[config.mk]
export PLATFORM = sky130hd
export DESIGN_NAME = axi_id_chan_filter
export DESIGN_NICKNAME = d
export VERILOG_FILES = /design/src/rtl/axf_pkg.sv /design/src/rtl/axf_id_match.sv /design/src/rtl/axf_slice.sv /design/src/rtl/axi_id_chan_filter.sv
export SDC_FILE = /design/constraint.sdc
export NUM_CORES = 1
export LEC_CHECK = 0
export ABC_AREA = 1
export BUFFER_PORTS_ARGS = -buffer_cell sky130_fd_sc_hd__buf_2
export CAP_MARGIN = 20
export CORE_MARGIN = 2
export CORE_UTILIZATION = 25
export CTS_CLUSTER_DIAMETER = 40
export DETAILED_ROUTE_END_ITERATION = 6
export SYNTH_ARGS = -nofsm -noshare
export SYNTH_HDL_FRONTEND = slang
export SYNTH_HIERARCHICAL = 1
export SYNTH_SLANG_ARGS = --single-unit
export TNS_END_PERCENT = 30
[constraint.sdc]
create_clock -name clk_i -period 0.9 [get_ports clk_i]
set_input_delay 0.135 -clock clk_i [delete_from_list [all_inputs] [get_ports clk_i]]
set_output_delay 0.135 -clock clk_i [all_outputs]
set_load 0.005 [all_outputs]
[src/rtl/axf_pkg.sv]
package axf_pkg;
  localparam logic [7:0] EVT_RD  = 8'h41;
  localparam logic [7:0] EVT_WR  = 8'h42;
  localparam logic       CH_ADDR = 1'b0;
  localparam logic       CH_DATA = 1'b1;

  typedef enum logic [1:0] {DIR_NONE, DIR_RD, DIR_WR} dir_e;

  function automatic dir_e decode_dir(input logic [7:0] evt);
    case (evt)
      EVT_RD:  return DIR_RD;
      EVT_WR:  return DIR_WR;
      default: return DIR_NONE;
    endcase
  endfunction
endpackage

[src/rtl/axf_id_match.sv]
module axf_id_match #(
  parameter int ID_W = 16
) (
  input  logic [ID_W-1:0] id_i,
  input  logic [ID_W-1:0] mask_i,
  input  logic [ID_W-1:0] comp_i,
  output logic            hit_o
);
  assign hit_o = ((id_i ^ comp_i) & mask_i) == '0;
endmodule

[src/rtl/axf_slice.sv]
module axf_slice import axf_pkg::*; #(
  parameter int ID_W   = 16,
  parameter int LEN_W  = 8,
  parameter int SIZE_W = 3,
  parameter int STRB_W = 8,
  parameter int INC_W  = 16
) (
  input  logic              clk_i,
  input  logic              rst_ni,
  input  logic [7:0]        evt_i,
  input  logic [ID_W-1:0]   id_mask_i,
  input  logic [ID_W-1:0]   id_comp_i,
  input  logic              chan_sel_i,
  input  logic [1:0]        port_sel_i,
  input  logic              byte_mode_i,
  input  logic              ar_hs_i,
  input  logic [ID_W-1:0]   ar_id_i,
  input  logic [LEN_W-1:0]  ar_len_i,
  input  logic [SIZE_W-1:0] ar_size_i,
  input  logic              aw_hs_i,
  input  logic [ID_W-1:0]   aw_id_i,
  input  logic [LEN_W-1:0]  aw_len_i,
  input  logic [SIZE_W-1:0] aw_size_i,
  input  logic              r_hs_i,
  input  logic [ID_W-1:0]   r_id_i,
  input  logic              r_last_i,
  input  logic              w_hs_i,
  input  logic [ID_W-1:0]   w_id_i,
  input  logic              w_last_i,
  input  logic [STRB_W-1:0] w_strb_i,
  output logic [INC_W-1:0]  inc_o
);
  dir_e             dir;
  logic             en, hs, hit;
  logic [ID_W-1:0]  sel_id;
  logic [INC_W-1:0] amt, beats, strb_cnt;

  assign dir = decode_dir(evt_i);
  assign en  = (dir != DIR_NONE) && (port_sel_i == 2'b00);

  always_comb begin
    strb_cnt = '0;
    for (int b = 0; b < STRB_W; b++) strb_cnt = strb_cnt + INC_W'(w_strb_i[b]);
  end

  always_comb begin
    hs = 1'b0; sel_id = '0; amt = '0; beats = '0;
    if (chan_sel_i == CH_ADDR) begin
      if (dir == DIR_RD) begin
        hs = ar_hs_i; sel_id = ar_id_i;
        beats = INC_W'(ar_len_i) + INC_W'(1);
        amt = byte_mode_i ? (beats << ar_size_i) : INC_W'(1);
      end else begin
        hs = aw_hs_i; sel_id = aw_id_i;
        beats = INC_W'(aw_len_i) + INC_W'(1);
        amt = byte_mode_i ? (beats << aw_size_i) : INC_W'(1);
      end
    end else begin
      if (dir == DIR_RD) begin
        hs = r_hs_i; sel_id = r_id_i;
        amt = byte_mode_i ? INC_W'(STRB_W) : INC_W'(r_last_i);
      end else begin
        hs = w_hs_i; sel_id = w_id_i;
        amt = byte_mode_i ? strb_cnt : INC_W'(w_last_i);
      end
    end
  end

  axf_id_match #(.ID_W(ID_W)) u_match (
    .id_i(sel_id), .mask_i(id_mask_i), .comp_i(id_comp_i), .hit_o(hit)
  );

  always_ff @(posedge clk_i or negedge rst_ni) begin
    if (!rst_ni) inc_o <= '0;
    else         inc_o <= (en && hs && hit) ? amt : '0;
  end
endmodule

[src/rtl/axi_id_chan_filter.sv]
module axi_id_chan_filter #(
  parameter int NUM_CNT = 3,
  parameter int ID_W    = 16,
  parameter int LEN_W   = 8,
  parameter int SIZE_W  = 3,
  parameter int STRB_W  = 8,
  localparam int INC_W  = LEN_W + 1 + (2**SIZE_W) - 1
) (
  input  logic                     clk_i,
  input  logic                     rst_ni,
  input  logic [NUM_CNT*8-1:0]     evt_i,
  input  logic [NUM_CNT*ID_W-1:0]  id_mask_i,
  input  logic [NUM_CNT*ID_W-1:0]  id_comp_i,
  input  logic [NUM_CNT-1:0]       chan_sel_i,
  input  logic [NUM_CNT*2-1:0]     port_sel_i,
  input  logic [NUM_CNT-1:0]       byte_mode_i,
  input  logic                     ar_valid_i,
  input  logic                     ar_ready_i,
  input  logic [ID_W-1:0]          ar_id_i,
  input  logic [LEN_W-1:0]         ar_len_i,
  input  logic [SIZE_W-1:0]        ar_size_i,
  input  logic                     aw_valid_i,
  input  logic                     aw_ready_i,
  input  logic [ID_W-1:0]          aw_id_i,
  input  logic [LEN_W-1:0]         aw_len_i,
  input  logic [SIZE_W-1:0]        aw_size_i,
  input  logic                     r_valid_i,
  input  logic                     r_ready_i,
  input  logic [ID_W-1:0]          r_id_i,
  input  logic                     r_last_i,
  input  logic                     w_valid_i,
  input  logic                     w_ready_i,
  input  logic [ID_W-1:0]          w_id_i,
  input  logic                     w_last_i,
  input  logic [STRB_W-1:0]        w_strb_i,
  output logic [NUM_CNT*INC_W-1:0] inc_o
);
  logic ar_hs, aw_hs, r_hs, w_hs;
  assign ar_hs = ar_valid_i & ar_ready_i;
  assign aw_hs = aw_valid_i & aw_ready_i;
  assign r_hs  = r_valid_i  & r_ready_i;
  assign w_hs  = w_valid_i  & w_ready_i;

  for (genvar k = 0; k < NUM_CNT; k++) begin : g_slice
    axf_slice #(
      .ID_W(ID_W), .LEN_W(LEN_W), .SIZE_W(SIZE_W), .STRB_W(STRB_W), .INC_W(INC_W)
    ) u_slice (
      .clk_i      (clk_i),
      .rst_ni     (rst_ni),
      .evt_i      (evt_i[k*8 +: 8]),
      .id_mask_i  (id_mask_i[k*ID_W +: ID_W]),
      .id_comp_i  (id_comp_i[k*ID_W +: ID_W]),
      .chan_sel_i (chan_sel_i[k]),
      .port_sel_i (port_sel_i[k*2 +: 2]),
      .byte_mode_i(byte_mode_i[k]),
      .ar_hs_i    (ar_hs),
      .ar_id_i    (ar_id_i),
      .ar_len_i   (ar_len_i),
      .ar_size_i  (ar_size_i),
      .aw_hs_i    (aw_hs),
      .aw_id_i    (aw_id_i),
      .aw_len_i   (aw_len_i),
      .aw_size_i  (aw_size_i),
      .r_hs_i     (r_hs),
      .r_id_i     (r_id_i),
      .r_last_i   (r_last_i),
      .w_hs_i     (w_hs),
      .w_id_i     (w_id_i),
      .w_last_i   (w_last_i),
      .w_strb_i   (w_strb_i),
      .inc_o      (inc_o[k*INC_W +: INC_W])
    );
  end
endmodule

=== After elaboration in Yosys (flattened, before gate mapping) ===
Index checks and enable logic that the tools add are counted.

* Register bits after elaboration: 48
* Output and inout bits: 48
* Input port bits: 238

* Shift operators: 2
* Reductions and logical operators: 18
* Bitwise gates (word level): 10
* Equality and inequality tests: 9
* Mux-type cells: 45
* Add/sub/neg operators: 9

{| class="wikitable"
|+ Operators with widths
! kind !! count
|-
| $mux 16 || 30
|-
| $add 16x1->16 || 6
|-
| $and 16x16->16 || 3
|-
| $eq 8x7->1 const B || 6
|-
| $logic_not 16->1 || 3
|-
| $xor 16x16->16 || 3
|-
| $shl 16x3->16 || 2
|-
| $add 8x1->9 const B || 2
|-
| $mux 4 || 3
|-
| $pmux 2 s2 || 3
|-
| $logic_and 1x1->1 || 9
|-
| $mux 1 || 9
|-
| $eq 2x1->1 const B || 3
|-
| $logic_not 2->1 || 3
|-
| $reduce_bool 2->1 || 3
|-
| $and 1x1->1 || 4
|-
| $add 1x1->2 || 1
|}

=== Logic depth before layout (Yosys ltp) ===
* Depth in word-level cells: 11
* Mapped depth: 21
* Mapped depth without buffers: 19

=== Hierarchy ===
Netlist, hierarchy kept.

{| class="wikitable"
|+ By module, submodules not included
! module !! cells an instance !! sequential area each (um^2) !! area each (um^2) !! times used
|-
| axf_slice (g_slice[1].u_slice) || 429 || 400.4 || 2486.1 || 1
|-
| axf_slice (g_slice[2].u_slice) || 430 || 400.4 || 2469.9 || 1
|-
| axf_slice (g_slice[0].u_slice) || 429 || 400.4 || 2463.6 || 1
|-
| axf_id_match || 93 || 0.0 || 374.1 || 3
|-
| axi_id_chan_filter || 8 || 0.0 || 30.0 || 1
|}

=== Least setup slack after synthesis ===
No wires, ideal clock.

* Kind: input port to flip-flop
* From: input port w_strb_i[0]
* To: register g_slice[2].u_slice.inc_o[2]
* Stages: 11
* Setup time: 72 ps
* Setup slack: -1953 ps
* Data arrival time: 2782 ps
* Data required time: 828 ps
* Cells stage by stage: inv_1 -> fa_1 -> fa_1 -> fa_1 -> inv_1 -> ha_1 -> fa_1 -> xnor2_1 -> o31ai_1 -> nand3_1 -> nor2_1

* Word-level cells in the longest chain between the ends: 11

{| class="wikitable"
|+ RTL lines
! element !! RTL line !! RTL
|-
| from (decl) || axi_id_chan_filter.sv:35 || <nowiki>input logic [STRB_W-1:0] w_strb_i,</nowiki>
|-
| $add 1x1->2 || axf_slice.sv:43 || <nowiki>for (int b = 0; b < STRB_W; b++) strb_cnt = strb_cnt + INC_W'(w_strb_i[b]);</nowiki>
|-
| $add 16x1->16 (6 in a row) || axf_slice.sv:43 ||
|-
| $mux 16 || axf_slice.sv:64 || <nowiki>amt = byte_mode_i ? strb_cnt : INC_W'(w_last_i);</nowiki>
|-
| $mux 16 || axf_slice.sv:59 || <nowiki>if (dir == DIR_RD) begin</nowiki>
|-
| $mux 16 || axf_slice.sv:48 || <nowiki>if (chan_sel_i == CH_ADDR) begin</nowiki>
|-
| $mux 16 || axf_slice.sv:75 || <nowiki>else inc_o <= (en && hs && hit) ? amt : '0;</nowiki>
|-
| to (signal assigned) || axf_slice.sv:75 ||
|-
| to (decl) || axf_slice.sv:31 || <nowiki>output logic [INC_W-1:0] inc_o</nowiki>
|}

No other way between the ends.

=== Final worst setup path ===
Ends and elaborated chain as after synthesis.

==> insert_results.sql <==
INSERT INTO impl_metrics (metric_group, metric, value, unit) VALUES
('layout', 'reg_top3', 'g_slice.u_slice/inc_o: 48 flops', ''),
('layout', 'final_layout_size_suffix_gt1_frac', '0.382', ''),
('route', 'drtIter0Drc', '801', ''),
('layout', 'regMostFlops', 'g_slice.u_slice/inc_o', ''),
('setup_path', 'timing.critical_path.from_type', 'input pin', ''),
('layout', 'mostFrequentLayoutCells', 'sky130_fd_sc_hd__nand3_1 (329), sky130_fd_sc_hd__nand2_1 (325), sky130_fd_sc_hd__buf_2 (272)', ''),
('route', 'route.detailed.drc', '0', ''),
('clock_network', 'tritoncts_num_sinks', '48', ''),
('logic_synthesis', 'synth_top_area_cell', 'sky130_fd_sc_hd__nand3_1', ''),
('layout', 'largest_register_ffs', '48', ''),
('setup_path', 'critical_path.most_common_cell', 'sky130_fd_sc_hd__fa_1', ''),
('setup_path', 'cell_breakdown_of_the_critical_path', 'buf_6 -> inv_2 -> fa_1 -> fa_1 -> fa_1 -> inv_2 -> ha_4 -> fa_2 -> xnor2_1 -> o31ai_1 -> nand3_1 -> nor2_2', ''),
('sta', 'fin_crit_sh', '2.93', ''),
('run_status', 'failing_checks', 'setup timing', ''),
('die', 'initial_core_util', '0.255', ''),
('layout', 'layout_commonest_cell', 'sky130_fd_sc_hd__nand3_1', ''),
('sta', 'grt_setup_unrepaired', 'true', ''),
('route', 'dr_total_vias', '12406', ''),
('sta', 'post_route_minimum_period', '2640', 'ps'),
('route', 'drt-wirelength-per-cell', '17.0', 'um'),
('place', 'numPortBuffers', '285', ''),
('clock_network', 'cts_root_buf', 'sky130_fd_sc_hd__clkbuf_16', ''),
('route', 'drtPass1Iterations', '6', ''),
('place', 'gpl.final_weighted_congestion', '0.972', ''),
('route', 'vias_per_inst', '4.92', ''),
('setup_path', 'crit_type', 'in2reg', ''),
('die', 'fp.dieArea', '35800', 'sq um'),
('sta', 'setup_slack', '-1740', 'ps'),
('logic_synthesis', 'syn_area', '8570', 'sq um'),
('min_path', 'hold_path_class', 'in2reg', ''),
('sta', 'fmax', '0.379', 'GHz'),
('logic_synthesis', 'synthesis.nets', '1840', ''),
('job', 'maxCapViolations', '0', ''),
('grt', 'grt_util_met3', '0.0361', ''),
('grt', 'grt_overflow_total', '0', ''),
('logic_synthesis', 'synth-seq-cells', '48', ''),
('place', 'preCtsSetupSlack', '-2180', 'ps'),
('logic_synthesis', 'yosys-top-cells-area', 'sky130_fd_sc_hd__nand3_1 (20%), sky130_fd_sc_hd__nand2_1 (15%), sky130_fd_sc_hd__dfrtp_1 (14%)', ''),
('setup_path', 'cp_slowest_cell', 'sky130_fd_sc_hd__fa_1', ''),
('layout', 'fin_area', '13900', 'sq um'),
('setup_path', 'critical_path.endpoint_type', 'flip-flop', ''),
('die', 'die-height', '189', 'um'),
('logic_synthesis', 'synth_area_per_cell', '5.44', 'sq um'),
('setup_path', 'cp.arrival', '2880', 'ps'),
('sta', 'timing.slew.headroom', '0.742', ''),
('layout', 'design.final.nets', '2331', ''),
('grt', 'groute.layer.met1.usage', '0.267', ''),
('min_path', 'worst_hold_depth', '4', ''),
('grt', 'first_global_vias', '11820', ''),
('grt', 'grt_start_max_net_pins', '49', ''),
('layout', 'layout-area-overhead-vs-synth', '61.8', '%'),
('grt', 'global_route.usage.total', '0.230', ''),
('power', 'power.ir.vdd_worst', '0.536', 'mV'),
('die', 'placeableCoreArea', '33600', 'sq um'),
('clock_network', 'cts_buffers', '5', ''),
('run_status', 'run_status', 'finished with violations', ''),
('logic_synthesis', 'synth.top_cell.area_share', '0.200', ''),
('sta', 'worst_slew_pin_slew', '383', 'ps'),
('sta', 'report.final.setup_viol', '92', ''),
('clock_network', 'worst_setup_hold_path_clk_slew', '70', 'ps'),
('route', 'route.antenna.remaining_nets', '0', ''),
('grt', 'busiest_layer', 'met2', ''),
('die', 'std_cell_rows', '67', ''),
('place', 'detailedPlacementHpwl', '34600', 'um'),
('sta', 'final_hold_viol_count', '0', ''),
('sta', 'setup-tns-final', '-72830', 'ps'),
('setup_path', 'crit_path_max_fanout', '2', ''),
('sta', 'slew_violations', '0', ''),
('place', 'placed_cell_area', '12300', 'sq um'),
('grt', 'global_route.usage.met2', '0.426', ''),
('clock_network', 'cts.path.max_buffers', '2', '');
[power by group]
part           switching, uW  leakage [uW]  internal (uW)
Combinational           3070       0.00682           2330
Clock                    881     0.0000871           1390
Sequential           0.00167      0.000671           2160
Total                   3950       0.00758           5880
[critical path: cells and delay by family]
family	cells	cell delay, ps
and+or+nand+nor	2	250
xor gates and xnor gates	1	130
adders and majority gates	5	2020
buffers and inverters	3	150
AOI/OAI and AO/OA	1	190
[metal layers]
layer / vias up / share of wire
met5: - / 0.0020
met4: 12 / 0.034
li1: 6145 / -
met3: 80 / 0.063
met1: 5722 / 0.40
met2: 447 / 0.51
[synth_stat cells, drive strengths merged]
library cell	count
nand3	357
nand2	351
inv	251
nor2	230
o21ai	125
dfrtp	48
o22ai	48
buf	30
clkbuf	22
nand4	17
nor3	16
ha	15
fa	12
a21oi	10
o21bai	7
a31oi	6
clkinv	6
o211ai	6
and3	3
mux2i	3
nand3b	3
o31ai	3
xnor2	3
xor2	3
[per-stage QoR]
stage | cells | power, uW | utilization | hold slack (ps)
4_1_cts | 2510 | 9650 | 0.396 | 252
3_3_place_gp | 2479 | 7030 | 0.365 | 144
5_1_grt | 2517 | 10500 | 0.412 | 292
3_5_place_dp | 2479 | 7090 | 0.365 | 149
2_1_floorplan | 1575 | 4740 | - | -161
6_report | 2521 | 9830 | 0.413 | 256
[worst paths after layout]
| check | startpoint | end |
|---|---|---|
| hold / removal | byte_mode_i[2] | g_slice[2].u_slice/inc_o[1] |
| min in group asynchronous | rst_ni | g_slice[1].u_slice/inc_o[5] |
| setup / recovery | w_strb_i[0] | g_slice[2].u_slice/inc_o[2] |
| max in group asynchronous | rst_ni | g_slice[2].u_slice/inc_o[4] |
[layout make-up]
cell class                 count  area, sq um
timing repair buffer         536         3890
inverter                     257          992
clock buffer                   6          139
sequential                    48         1200
fill                        3674        19700
antenna                        6         15.0
multi-input combinational   1218         7030
clock inverter                 2         38.8
tap                          448          561
[timing repair]
action / CTS / global route
pin swaps: 73 / 101
hold buffers: 1 / 0
hold endpoints to repair: 48 / 0
cloned: 7 / 4
endpoints found under the setup margin: 96 / 96
resized for setup: 148 / 155
buffers inserted: 16 / 5
[logic make-up after synthesis]
group / share of synthesized area
flip-flops: 0.140
adder cells (fa/ha/maj): 0.0499
XOR/XNOR: 0.00613
buffers and inverters: 0.142
AO/OA/AOI/OAI: 0.134
AND/OR/NAND/NOR: 0.523
multiplexers: 0.00350
Power figures use the tool's default switching activity.
